`src/rtl/csq_pkg.sv`:
```
package csq_pkg;

   typedef enum logic [1:0] {
      CR_FULL      = 2'd0,
      CR_QUARTER   = 2'd1,
      CR_EIGHTH    = 2'd2,
      CR_SIXTEENTH = 2'd3
   } cr_mode_e;

   typedef enum logic [1:0] {
      ST_IDLE = 2'd0,
      ST_RUN  = 2'd1,
      ST_GAP  = 2'd2
   } seq_state_e;

   localparam logic [15:0] PRNG_TAPS = 16'hB400;

   function automatic logic [15:0] prng_next(input logic [15:0] s);
      logic [15:0] n;
      n = s >> 1;
      if (s[0]) n = n ^ PRNG_TAPS;
      return n;
   endfunction

   function automatic logic [15:0] prng_seed(input logic [15:0] base,
                                             input logic [15:0] step,
                                             input int          idx);
      logic [15:0] p;
      logic [15:0] v;
      p = step * 16'(idx);
      v = base ^ p;
      return (v == 16'h0) ? 16'h0001 : v;
   endfunction

endpackage

```
`src/rtl/cs_mode_decode.sv`:
```
module cs_mode_decode
   import csq_pkg::*;
#(
   parameter int NBLK_PER_ROW = 16,
   localparam int GRP_W = $clog2(NBLK_PER_ROW),
   localparam int LOG_W = $clog2(GRP_W + 1)
) (
   input  cr_mode_e             mode,
   output logic                 dec_bypass,
   output logic [GRP_W-1:0]     grp_last,
   output logic [LOG_W-1:0]     grp_log2
);

   if (NBLK_PER_ROW < 16 || (NBLK_PER_ROW & (NBLK_PER_ROW - 1)) != 0) begin : g_bad_nblk
      $error("NBLK_PER_ROW must be a power of two of at least 16");
   end

   int lg;

   always_comb begin
      dec_bypass = 1'b0;
      case (mode)
         CR_QUARTER:   lg = 2;
         CR_EIGHTH:    lg = 3;
         CR_SIXTEENTH: lg = 4;
         default: begin
            lg         = GRP_W;
            dec_bypass = 1'b1;
         end
      endcase
      grp_log2 = LOG_W'(lg);
      grp_last = GRP_W'((NBLK_PER_ROW >> lg) - 1);
   end

endmodule

```
`src/rtl/cs_seq_ctrl.sv`:
```
module cs_seq_ctrl
   import csq_pkg::*;
#(
   parameter int ROWS    = 16,
   parameter int SELS    = 8,
   parameter int GRP_W   = 4,
   parameter int NBROWS  = 16,
   localparam int ROW_W  = $clog2(ROWS),
   localparam int COL_W  = $clog2(SELS),
   localparam int BROW_W = $clog2(NBROWS)
) (
   input  logic              clk,
   input  logic              rst_n,
   input  logic              start,
   input  logic [GRP_W-1:0]  grp_last,
   output logic              busy,
   output logic              sample_valid,
   output logic              phase_sig,
   output logic              adc_start,
   output logic              adc_done,
   output logic              frame_done,
   output logic              seed_load,
   output logic              mode_load,
   output logic [COL_W-1:0]  col,
   output logic [ROW_W-1:0]  row,
   output logic [GRP_W-1:0]  grp,
   output logic [BROW_W-1:0] brow
);

   if (ROWS < 2 || SELS < 2 || NBROWS < 2) begin : g_bad_dims
      $error("sequencer dimensions must be at least 2");
   end

   localparam logic [COL_W-1:0]  COL_LAST  = COL_W'(SELS - 1);
   localparam logic [ROW_W-1:0]  ROW_LAST  = ROW_W'(ROWS - 1);
   localparam logic [BROW_W-1:0] BROW_LAST = BROW_W'(NBROWS - 1);

   seq_state_e st;

   always_ff @(posedge clk or negedge rst_n) begin
      if (!rst_n) begin
         st        <= ST_IDLE;
         col       <= '0;
         row       <= '0;
         grp       <= '0;
         brow      <= '0;
         phase_sig <= 1'b0;
      end else begin
         case (st)
            ST_IDLE: begin
               if (start) begin
                  st        <= ST_RUN;
                  col       <= '0;
                  row       <= '0;
                  grp       <= '0;
                  brow      <= '0;
                  phase_sig <= 1'b0;
               end
            end
            ST_RUN: begin
               if (col == COL_LAST) begin
                  col <= '0;
                  if (row == ROW_LAST) begin
                     row <= '0;
                     st  <= ST_GAP;
                  end else begin
                     row <= row + 1'b1;
                  end
               end else begin
                  col <= col + 1'b1;
               end
            end
            ST_GAP: begin
               if (!phase_sig) begin
                  phase_sig <= 1'b1;
                  st        <= ST_RUN;
               end else begin
                  phase_sig <= 1'b0;
                  if (grp == grp_last) begin
                     grp <= '0;
                     if (brow == BROW_LAST) begin
                        brow <= '0;
                        st   <= ST_IDLE;
                     end else begin
                        brow <= brow + 1'b1;
                        st   <= ST_RUN;
                     end
                  end else begin
                     grp <= grp + 1'b1;
                     st  <= ST_RUN;
                  end
               end
            end
            default: st <= ST_IDLE;
         endcase
      end
   end

   always_comb begin
      busy         = (st != ST_IDLE);
      sample_valid = (st == ST_RUN);
      adc_start    = (st == ST_RUN) && (row == '0) && (col == '0);
      adc_done     = (st == ST_GAP);
      frame_done   = (st == ST_GAP) && phase_sig && (grp == grp_last) && (brow == BROW_LAST);
      mode_load    = (st == ST_IDLE) && start;
      seed_load    = mode_load || (st == ST_GAP);
   end

endmodule

```
`src/rtl/cs_col_rotator.sv`:
```
module cs_col_rotator #(
   parameter int NSEL     = 4,
   parameter int BLK_W    = 16,
   parameter int SELS     = 8,
   parameter int ROT_STEP = 1,
   localparam int COL_W   = $clog2(SELS),
   localparam int POS_W   = $clog2(BLK_W),
   localparam int STRIDE  = BLK_W / SELS
) (
   input  logic                    valid,
   input  logic [COL_W-1:0]        col,
   output logic [NSEL*BLK_W-1:0]   sel
);

   if ((BLK_W & (BLK_W - 1)) != 0 || (BLK_W % SELS) != 0) begin : g_bad_width
      $error("BLK_W must be a power of two and a multiple of SELS");
   end

   for (genvar k = 0; k < NSEL; k++) begin : g_sel
      logic [POS_W-1:0] pos;
      logic [BLK_W-1:0] code;
      always_comb begin
         pos  = POS_W'(int'(col) * STRIDE + k * ROT_STEP);
         code = valid ? (BLK_W'(1) << pos) : '0;
      end
      assign sel[k*BLK_W +: BLK_W] = code;
   end

endmodule

```
`src/rtl/cs_prng_bank.sv`:
```
module cs_prng_bank
   import csq_pkg::*;
#(
   parameter int          NADC      = 16,
   parameter int          NLFSR     = 2,
   parameter logic [15:0] SEED_BASE = 16'hACE1,
   parameter logic [15:0] SEED_STEP = 16'h3C5B
) (
   input  logic            clk,
   input  logic            rst_n,
   input  logic            load,
   input  logic            step,
   output logic [NADC-1:0] bits
);

   if (NLFSR < 1 || NADC > 16 * NLFSR) begin : g_bad_bank
      $error("NADC must not exceed 16 bits per generator");
   end

   logic [15:0] gen_q [NLFSR];

   for (genvar j = 0; j < NLFSR; j++) begin : g_gen
      localparam logic [15:0] SEED_J = prng_seed(SEED_BASE, SEED_STEP, j);
      always_ff @(posedge clk or negedge rst_n) begin
         if (!rst_n)      gen_q[j] <= SEED_J;
         else if (load)   gen_q[j] <= SEED_J;
         else if (step)   gen_q[j] <= prng_next(gen_q[j]);
      end
   end

   for (genvar i = 0; i < NADC; i++) begin : g_tap
      assign bits[i] = gen_q[i % NLFSR][i / NLFSR];
   end

endmodule

```
`src/rtl/cs_readout_seq.sv`:
```
module cs_readout_seq
   import csq_pkg::*;
#(
   parameter int          NBLK_PER_ROW = 16,
   parameter int          NBLK_ROWS    = 16,
   parameter int          BLK_DIM      = 16,
   parameter int          SELS_PER_ROW = 8,
   parameter int          NSEL         = 4,
   parameter int          NADC         = 16,
   parameter int          NLFSR        = 2,
   parameter int          ROT_STEP     = 1,
   parameter logic [15:0] SEED_BASE    = 16'hACE1,
   parameter logic [15:0] SEED_STEP    = 16'h3C5B,
   localparam int GRP_W  = $clog2(NBLK_PER_ROW),
   localparam int BROW_W = $clog2(NBLK_ROWS),
   localparam int ROW_W  = $clog2(BLK_DIM)
) (
   input  logic                    clk,
   input  logic                    rst_n,
   input  logic                    start,
   input  logic [1:0]              cr_mode,
   output logic                    busy,
   output logic                    bypass,
   output logic                    sample_valid,
   output logic                    phase_sig,
   output logic [BROW_W-1:0]       blk_row,
   output logic [GRP_W-1:0]        grp_idx,
   output logic [GRP_W-1:0]        blk_base,
   output logic [ROW_W-1:0]        pix_row,
   output logic [NSEL*BLK_DIM-1:0] col_sel,
   output logic [NADC-1:0]         adc_apply,
   output logic                    adc_start,
   output logic                    adc_done,
   output logic                    frame_done
);

   localparam int COL_W = $clog2(SELS_PER_ROW);
   localparam int LOG_W = $clog2(GRP_W + 1);

   cr_mode_e           mode_q;
   logic               mode_load;
   logic               seed_load;
   logic               dec_bypass;
   logic [GRP_W-1:0]   grp_last;
   logic [LOG_W-1:0]   grp_log2;
   logic [COL_W-1:0]   col;
   logic [NADC-1:0]    prng_bits;

   always_ff @(posedge clk or negedge rst_n) begin
      if (!rst_n)         mode_q <= CR_FULL;
      else if (mode_load) mode_q <= cr_mode_e'(cr_mode);
   end

   cs_mode_decode #(.NBLK_PER_ROW(NBLK_PER_ROW)) dec_i (
      .mode       (mode_q),
      .dec_bypass (dec_bypass),
      .grp_last   (grp_last),
      .grp_log2   (grp_log2)
   );

   cs_seq_ctrl #(
      .ROWS   (BLK_DIM),
      .SELS   (SELS_PER_ROW),
      .GRP_W  (GRP_W),
      .NBROWS (NBLK_ROWS)
   ) ctrl_i (
      .clk          (clk),
      .rst_n        (rst_n),
      .start        (start),
      .grp_last     (grp_last),
      .busy         (busy),
      .sample_valid (sample_valid),
      .phase_sig    (phase_sig),
      .adc_start    (adc_start),
      .adc_done     (adc_done),
      .frame_done   (frame_done),
      .seed_load    (seed_load),
      .mode_load    (mode_load),
      .col          (col),
      .row          (pix_row),
      .grp          (grp_idx),
      .brow         (blk_row)
   );

   cs_col_rotator #(
      .NSEL     (NSEL),
      .BLK_W    (BLK_DIM),
      .SELS     (SELS_PER_ROW),
      .ROT_STEP (ROT_STEP)
   ) rot_i (
      .valid (sample_valid),
      .col   (col),
      .sel   (col_sel)
   );

   cs_prng_bank #(
      .NADC      (NADC),
      .NLFSR     (NLFSR),
      .SEED_BASE (SEED_BASE),
      .SEED_STEP (SEED_STEP)
   ) prng_i (
      .clk   (clk),
      .rst_n (rst_n),
      .load  (seed_load),
      .step  (sample_valid),
      .bits  (prng_bits)
   );

   always_comb begin
      bypass    = busy && dec_bypass;
      blk_base  = GRP_W'(grp_idx << grp_log2);
      adc_apply = (sample_valid && !dec_bypass) ? prng_bits : '0;
   end

endmodule

```
`config.mk`:
```
export PLATFORM = sky130hd
export DESIGN_NAME = cs_readout_seq
export DESIGN_NICKNAME = d
export VERILOG_FILES = /design/src/rtl/csq_pkg.sv /design/src/rtl/cs_mode_decode.sv /design/src/rtl/cs_seq_ctrl.sv /design/src/rtl/cs_col_rotator.sv /design/src/rtl/cs_prng_bank.sv /design/src/rtl/cs_readout_seq.sv
export SDC_FILE = /design/constraint.sdc
export NUM_CORES = 1
export LEC_CHECK = 0
export BUFFER_PORTS_ARGS = -buffer_cell sky130_fd_sc_hd__buf_2
export CAP_MARGIN = 0
export CORE_ASPECT_RATIO = 1.2
export CORE_MARGIN = 2
export CORE_UTILIZATION = 54
export DETAILED_ROUTE_END_ITERATION = 7
export GPL_TIMING_DRIVEN = 1
export HOLD_SLACK_MARGIN = 0.06
export PLACE_DENSITY_LB_ADDON = 0.12
export SLEW_MARGIN = 20
export SYNTH_ARGS = -nofsm -noshare
export SYNTH_HDL_FRONTEND = slang
export SYNTH_SLANG_ARGS = --single-unit
```
`constraint.sdc`:
```
create_clock -name clk -period 3.4 [get_ports clk]
set_input_delay 0.34 -clock clk [delete_from_list [all_inputs] [get_ports clk]]
set_output_delay 0.34 -clock clk [all_outputs]
set_load 0.02 [all_outputs]
```
# ---- After elaboration in Yosys (flattened, before gate mapping)
# Index checks and enable logic that the tools add are counted.
# Widths: inputs -> output; s select.
dict set report classes {
  n_addsub 8
  n_eq_ne 14
  n_shift 6
  n_mux 37
  n_bitwise 2
  reduce_logical 23
}
# operator n
set ops {}
lappend ops {{$mux 16} 11}
lappend ops {{$shl 1x4->16 const A} 4}
lappend ops {{$mux 4} 8}
lappend ops {{$pmux 4 s2} 3}
lappend ops {{$add 4x1->4 const B} 4}
lappend ops {{$pmux 3 s2} 2}
lappend ops {{$reduce_and 3->1} 3}
lappend ops {{$add 4x2->4 const B} 2}
lappend ops {{$eq 4x4->1 const B} 2}
lappend ops {{$logic_and 1x1->1} 8}
lappend ops {{$mux 2} 4}
lappend ops {{$ne 2x1->1 const B} 4}
lappend ops {{$not 3->4} 2}
lappend ops {{$reduce_bool 2->1} 4}
lappend ops {{$eq 2x2->1 const B} 3}
lappend ops {{$mux 3} 2}
lappend ops {{$pmux 2 s3} 1}
lappend ops {{$mux 1} 5}
lappend ops {{$shr 5x3->4 const A} 1}
lappend ops {{$eq 2x1->1 const B} 2}
lappend ops {{$eq 4x4->1} 1}
lappend ops {{$logic_not 4->1} 1}
lappend ops {{$reduce_and 2->1} 2}
lappend ops {{$reduce_and 4->1} 1}
lappend ops {{other kinds (10)} 10}
dict set report totals {
  register_bits 52
  elab_cells 99
}

# ---- Logic depth before layout (Yosys ltp)
# Gate-level depths: netlist of run 1.
dict set report logic_depth {
  depth_word 8
  mapped_depth 7
  ltp_nobuf 6
}

# ---- Modules after synthesis
# Synthesis of run 1 repeated with hierarchy kept, for this count alone.
dict set report unflattened {
  cells_unflattened 354
  area_unflattened_um2 3542.1
}
# mod n_inst cells_per_inst area_per_inst_um2 seq_area_each_um2
set modules_own_cells {}
lappend modules_own_cells {cs_prng_bank 1 129 1546.5 819.5}
lappend modules_own_cells {cs_seq_ctrl 1 113 1058.5 450.4}
lappend modules_own_cells {cs_col_rotator 1 69 593.1 0.0}
lappend modules_own_cells {cs_readout_seq 1 33 261.5 50.0}
lappend modules_own_cells {cs_mode_decode 1 10 82.6 0.0}

# ---- Worst setup path after synthesis of run 1
# No wires, ideal clock.
dict set report synth_timing {
  kind {flip-flop to output port}
  from {register ctrl_i.st[1]}
  to {output col_sel[63]}
  arrival_time_ns 1.696
  required_ns 3.060
  setup_slack_ns 1.364
  stages_incl_launch_ff 7
  path_buffers 2
  cell_sequence {dfrtp_1 nand2b_1 inv_1 clkbuf_1 nand2_1 nor2_1 buf_4}
}
dict set report synth_between {
  elab_chain_cells 2
}
# element line
set synth_rtl {}
lappend synth_rtl {{start: declaration} cs_seq_ctrl.sv:38} ;# seq_state_e st;
lappend synth_rtl {{start signal: assignment} cs_seq_ctrl.sv:42} ;# st <= ST_IDLE;
lappend synth_rtl {{start signal: assignment} cs_seq_ctrl.sv:52} ;# st <= ST_RUN;
lappend synth_rtl {{start signal: assignment} cs_seq_ctrl.sv:65} ;# st <= ST_GAP;
lappend synth_rtl {{$eq 2x1->1} cs_seq_ctrl.sv:101} ;# sample_valid = (st == ST_RUN);
lappend synth_rtl {{net sample_valid} cs_readout_seq.sv:24} ;# output logic sample_valid,
lappend synth_rtl {{$mux 16} cs_col_rotator.sv:24} ;# code = valid ? (BLK_W'(1) << pos) : '0;
lappend synth_rtl {{end: declaration} cs_readout_seq.sv:30} ;# output logic [NSEL*BLK_DIM-1:0] col_sel,
# The timed path passes the listed nets, and every way through them passes these cells.

# ---- Worst setup path after layout of run 1
dict set report layout_timing {
  from {register ctrl_i.st[1]}
  to {output adc_apply[4]}
}
dict set report layout_between {
  elab_chain_cells 3
}
# element line
set layout_rtl {}
lappend layout_rtl {{$eq 2x1->1} cs_seq_ctrl.sv:101}
lappend layout_rtl {{$logic_and 1x1->1} cs_readout_seq.sv:112} ;# adc_apply = (sample_valid && !dec_bypass) ? prng_bits : '0;
lappend layout_rtl {{$mux 16} cs_readout_seq.sv:112}
lappend layout_rtl {{end: declaration} cs_readout_seq.sv:31} ;# output logic [NADC-1:0] adc_apply,
# No other way between the ends.

==> results of run 1 <==
## worst max-delay path, cell delays in order (launching register included)
cell and delay, ns:
dfrtp_1 0.49, nand2b_1 0.35, nor2_1 0.70, and2_1 0.23
buf_2 0.16
## flip-flops by register name, summed over array words and instances, names as in the netlist
name and count:
ctrl_i.grp 4, ctrl_i.st 2, mode_q 2, prng_i.bits 16
ctrl_i.row 4, ctrl_i.col 3, ctrl_i.phase_sig 1, prng_i.gen_q 16
ctrl_i.brow 4
## kinds of logic after synthesis
family | after synthesis | share of synthesized area
mux | 4 | 0.0138
xor+xnor | 8 | 0.0227
other cells | 1 | 0.00121
compound gates | 50 | 0.115
buf+inv | 76 | 0.157
simple gates | 129 | 0.199
flops | 52 | 0.427
fa+ha+maj | 16 | 0.0647
## final cells by class
class,instances,area [um^2]
fill,536,2260
multi-input combinational,241,1420
sequential,52,1320
timing repair buffer,76,388
tap,64,80.1
clock buffer,6,72.6
inverter,12,45.0
clock inverter,2,16.3
## cells in the mapped netlist (all sizes together) (3+ instances only)
cell type / count
xnor2: 8
dfrtp: 37
and2: 20
nor3: 3
and3: 8
a22o: 17
o211ai: 4
ha: 16
nand2: 49
nand3: 20
buf: 55
a21oi: 3
dfstp: 15
inv: 12
nor2: 18
o31ai: 3
nand4: 4
clkbuf: 9
o21ai: 16
## worst max-delay path by stage
stage	cells past startpoint	slack, ns	to	start
finish	4	0.82	adc_apply[4]	ctrl_i.st[1]$_DFFE_PN0P_
detailed placement	4	1.13	adc_apply[4]	ctrl_i.st[1]$_DFFE_PN0P_
global placement	4	1.18	adc_apply[4]	ctrl_i.st[0]$_DFFE_PN0P_
CTS	4	0.78	adc_apply[4]	ctrl_i.st[1]$_DFFE_PN0P_
floorplan	6	1.36	col_sel[63]	ctrl_i.st[1]$_DFFE_PN0P_
global route	4	0.61	adc_apply[4]	ctrl_i.st[0]$_DFFE_PN0P_
## per-layer routing
metal  routed length, um  vias up
met3                 237        7
li1                    -     1140
met5                   0        -
met4                  72        0
met1                2780     1088
met2                2730       57
## where the power goes
| part | internal (mW) | switching (mW) | total, mW |
|---|---|---|---|
| clock | 0.147 | 0.210 | 0.357 |
| sequential | 0.949 | 0.241 | 1.19 |
| combinational | 0.677 | 1.09 | 1.76 |
## stage by stage
stage / instance area [um^2] / hold slack (ns) / power (mW) / worst slack (ns) / utilization
after global routing: 3340 / 0.140 / 3.58 / 0.605 / 0.597
after detailed placement: 3250 / 0.443 / 2.98 / 1.13 / 0.581
after global placement: 3240 / 0.453 / 2.95 / 1.18 / 0.580
after CTS: 3340 / 0.105 / 3.34 / 0.783 / 0.597
final: 3340 / 0.0823 / 3.31 / 0.820 / 0.597
after floorplan: 3220 / 0.0444 / 2.60 / 1.36 / -
==> results.json, run 1 <==
{
  "netlist_top_cells_area": "dfrtp_1 (30%), dfstp_2 (13%), buf_4 (13%), ha_1 (6.5%), nand2_1 (5.9%)",
  "rrSetupSlack_ns": 1.41,
  "gr-total-overflow": 0,
  "vias": 2292,
  "port_buffers": 73,
  "drive_gt1_frac": 0.272,
  "wl_per_cell_um": 12.9,
  "post-place-cells": 445,
  "io_pins": 108,
  "synth_top_area_frac": 0.299,
  "place_congestion": 0.767,
  "worstSetupEndpointType": "output pin",
  "ir_drop_mv": 0.332,
  "drt.antenna.violating_nets": 0,
  "die-area_um2": 6350,
  "yosys_most_used_dff": "dfrtp_1",
  "core-area_um2": 5590,
  "cts.clk_slew.worst_paths_ns": 0.10,
  "layout_commonest_cell": "buf_2",
  "yosysSeqAreaShare": 0.427,
  "rows": 30,
  "ctsLongestPathBuffers": 2,
  "setup_viol": 0,
  "async_flop_share": 1.00,
  "fp.dieH_um": 86.9,
  "cap_viol_max_count": 0,
  "met1_usage": 0.274,
  "netlist_instances": 336,
  "final_cell_mix": "buf_2 (73), nand2_1 (49), dfrtp_1 (37), conb_1 (34)",
  "grt_pass1_wl_um": 9500,
  "syn_area_per_cell_um2": 9.21,
  "drt_pre_antenna_iters": 4,
  "yosysTopAreaCell": "dfrtp_1",
  "worstPathMaxFanout": 16,
  "busiest_layer": "met2",
  "postCtsHoldBufs": 0,
  "final_cells": 453,
  "ys_types": 38,
  "fin_crit_sh": 0.759,
  "grt_start_max_net_pins": 33,
  "r2r_start": "mode_q[0]$_DFFE_PN0P_",
  "tightest_slew_ns": 0.815,
  "cts_resized": 0,
  "drv_slew": 0,
  "cts_tree": "done",
  "max_freq_ghz": 0.388,
  "vias_per_cell": 5.06,
  "dp_hpwl_um": 4140,
  "htree_num_levels": 2,
  "cts.sinks": 52,
  "grtUsageMet3": 0.0266,
  "grt_pass1_vias": 1971,
  "floorplan.initialDensity": 0.553,
  "diodes": 0,
  "rr_worst_depth": 6,
  "r2r_end": "ctrl_i.brow[3]$_DFFE_PN0P_",
  "worstPathRequired_ns": 3.06,
  "met2_usage": 0.289,
  "status": "finished, final reports clean",
  "finalHoldViolCount": 0,
  "routed_wl_um": 5830,
  "min_path_type": "input pin to async pin",
  "drc_errors": 0,
  "yosys_register_bits": 52,
  "synth_area_um2": 3090,
  "clock_skew_ns": 0.00781,
  "grt_util_all_layers": 0.189,
  "cts_root_buf": "clkbuf_8",
  "crit_path_start_kind": "flip-flop",
  "setup-tns-final_ns": 0,
  "layout_min_cycle_time_ns": 2.58,
  "clock_latency_ns": 0.31,
  "p_leak_nw": 1.75,
  "power_density_nw_per_um2": 992,
  "antenna_found_initial": 0,
  "yosys_warnings": 0,
  "rsz0062_at_grt": "no",
  "cts_setup_buffers": 0,
  "num-nets-final": 409,
  "path_class": "flip-flop to output pin",
  "die_w_um": 73.1,
  "maxSlewHeadroom": 0.455,
  "synth_edf_count": 0,
  "numCtsBuffers": 5,
  "area_growth_syn_to_layout_pct": 7.89,
  "drtIter0Drc": 105,
  "arrival_ns": 2.24
}
Power figures use the tool's default switching activity.
==> inputs of run 2 (changes only) <==
CORE_UTILIZATION = 45   (was 54)
clock period = 2.1 ns   (was 3.4 ns; I/O delays follow)
==> run 2 against run 1 <==
Combinational power increased by 70%. Critical path depth did not move. Via count rose by 3.4%. Final cell count up 7.1%.
==> results.json, run 2 (synthesis gave the netlist of run 1 again) <==
{
  "grt_pass1_vias": 2204,
  "dp_slack_ns": 0.196,
  "busiest_layer": "met2",
  "met1_usage": 0.214,
  "vias": 2371,
  "fp.dieH_um": 94.8,
  "cts.sinks": 52,
  "clock_skew_ns": 0.0119,
  "die_w_um": 79.7,
  "port_buffers": 73,
  "core-area_um2": 6730,
  "worstPathRequired_ns": 1.89,
  "combinationalPowerShare": 0.528,
  "fin_crit_sh": 0.928,
  "maxSlewHeadroom": 0.584,
  "final_cell_mix": "buf_2 (72), nand2_1 (49), dfrtp_1 (37), conb_1 (34)",
  "grt_util_all_layers": 0.169,
  "arrival_ns": 1.74,
  "wl_per_cell_um": 12.6,
  "area_growth_syn_to_layout_pct": 14.0,
  "p_seq_frac": 0.336,
  "path_class": "flip-flop to output pin",
  "dp_hpwl_um": 4370,
  "layout_min_cycle_time_ns": 1.95,
  "io_pins": 108,
  "power_density_nw_per_um2": 1610,
  "fillers": 673,
  "setup-tns-final_ns": 0,
  "drtIter0Drc": 108,
  "dpl-instance-area_um2": 3340,
  "clock_power_share": 0.136,
  "rows": 33,
  "gr-total-overflow": 0,
  "routed_wl_um": 6100,
  "diodes": 0,
  "worstPathMaxFanout": 7,
  "status": "finished, final reports clean",
  "cts.clk_slew.worst_paths_ns": 0.10,
  "worstSetupEndpointType": "output pin",
  "whs_ns": 0.140,
  "vias_per_cell": 4.89,
  "p_int_mw": 3.17,
  "die-area_um2": 7550,
  "num-nets-final": 418,
  "p_switching_mw": 2.52,
  "grt_start_max_net_pins": 29,
  "ir_drop_mv": 0.556,
  "swShare": 0.443,
  "layout_commonest_cell": "buf_2",
  "tightest_slew_ns": 0.624,
  "min_path_type": "input pin to flip-flop",
  "met2_usage": 0.284,
  "htree_num_levels": 2,
  "drv_slew": 0,
  "antenna_found_initial": 0,
  "crit_path_start_kind": "flip-flop",
  "drc_errors": 0,
  "grtUsageMet3": 0.0325,
  "cts_root_buf": "clkbuf_8",
  "drive_gt1_frac": 0.302,
  "post-route-worst-setup-slack_ns": 0.151,
  "max_freq_ghz": 0.513,
  "finalHoldViolCount": 0,
  "floorplan.initialDensity": 0.460,
  "drt_pre_antenna_iters": 4,
  "p_leak_nw": 1.83,
  "drt.antenna.violating_nets": 0,
  "grt_pass1_wl_um": 10200,
  "ctsLongestPathBuffers": 2,
  "place_congestion": 0.878,
  "clock_latency_ns": 0.31,
  "cap_viol_max_count": 0,
  "rsz0062_at_grt": "no",
  "cts_tree": "done",
  "fin_area_um2": 3520,
  "numCtsBuffers": 5,
  "setup_viol": 0
}
## run 2: routing by layer
| layer | up-vias | routed length [um] |
|---|---|---|
| li1 | 1159 | - |
| met1 | 1132 | 2720 |
| met5 | - | 0 |
| met3 | 6 | 312 |
| met4 | 0 | 74 |
| met2 | 74 | 2990 |
## run 2: path summary, 6_finish.rpt
path / startpoint / endpoint / slack, ns / cells past startpoint
hold reg to reg: prng_i.gen_q[10]$_DFFE_PN0P_ / prng_i.gen_q[10]$_DFFE_PN0P_ / 0.49 / 2
max in group asynchronous: rst_n / prng_i.gen_q[27]$_DFFE_PN1P_ / 1.01 / 3
setup / recovery: ctrl_i.col[0]$_DFFE_PN0P_ / col_sel[38] / 0.15 / 4
hold / removal: cr_mode[1] / mode_q[1]$_DFFE_PN0P_ / 0.14 / 2
min in group asynchronous: rst_n / prng_i.bits[13]$_DFFE_PN0P_ / 0.44 / 2
setup reg to reg: mode_q[1]$_DFFE_PN0P_ / ctrl_i.brow[3]$_DFFE_PN0P_ / 0.19 / 7
## run 2: stage by stage
step / instances / total power [mW] / util
floorplan: 369 / 4.21 / -
global placement: 475 / 4.85 / 0.496
detailed placement: 475 / 4.89 / 0.496
CTS: 485 / 5.71 / 0.519
global route: 485 / 6.18 / 0.524
finish: 485 / 5.69 / 0.524
## run 2: critical path, cell delays in order (launching register included)
cell and delay [ns]:
dfrtp_1 0.43, ha_2 0.23, ha_1 0.40, and3_1 0.21, buf_2 0.17
## run 2: power by group through the flow
stage               Combinational, mW  Clock (mW)  Sequential [mW]
detailed placement               2.96           0             1.93
CTS                              3.00       0.795             1.91
finish                           3.00       0.775             1.91
floorplan                        2.35           0             1.86
global placement                 2.94           0             1.91
global route                     3.34       0.843             2.00
## run 2: what timing repair did
item,CTS,global route
resized for setup,1,6
pin swaps,1,2
hold endpoints to repair,18,0
endpoints found under the setup margin,1,10
hold buffers,1,0
setup buffers,1,0
gates cloned,0,0
## run 2: cell type report
class                           instances  area (um^2)  area share
Timing Repair Buffer                   85          473       0.134
Clock buffer                            6         93.8      0.0266
Clock inverter                          2         38.8      0.0110
Multi-Input combinational cell        241         1440       0.409
Inverter                               12         48.8      0.0138
Sequential cell                        52         1320       0.375
Tap cell                               87          109      0.0309
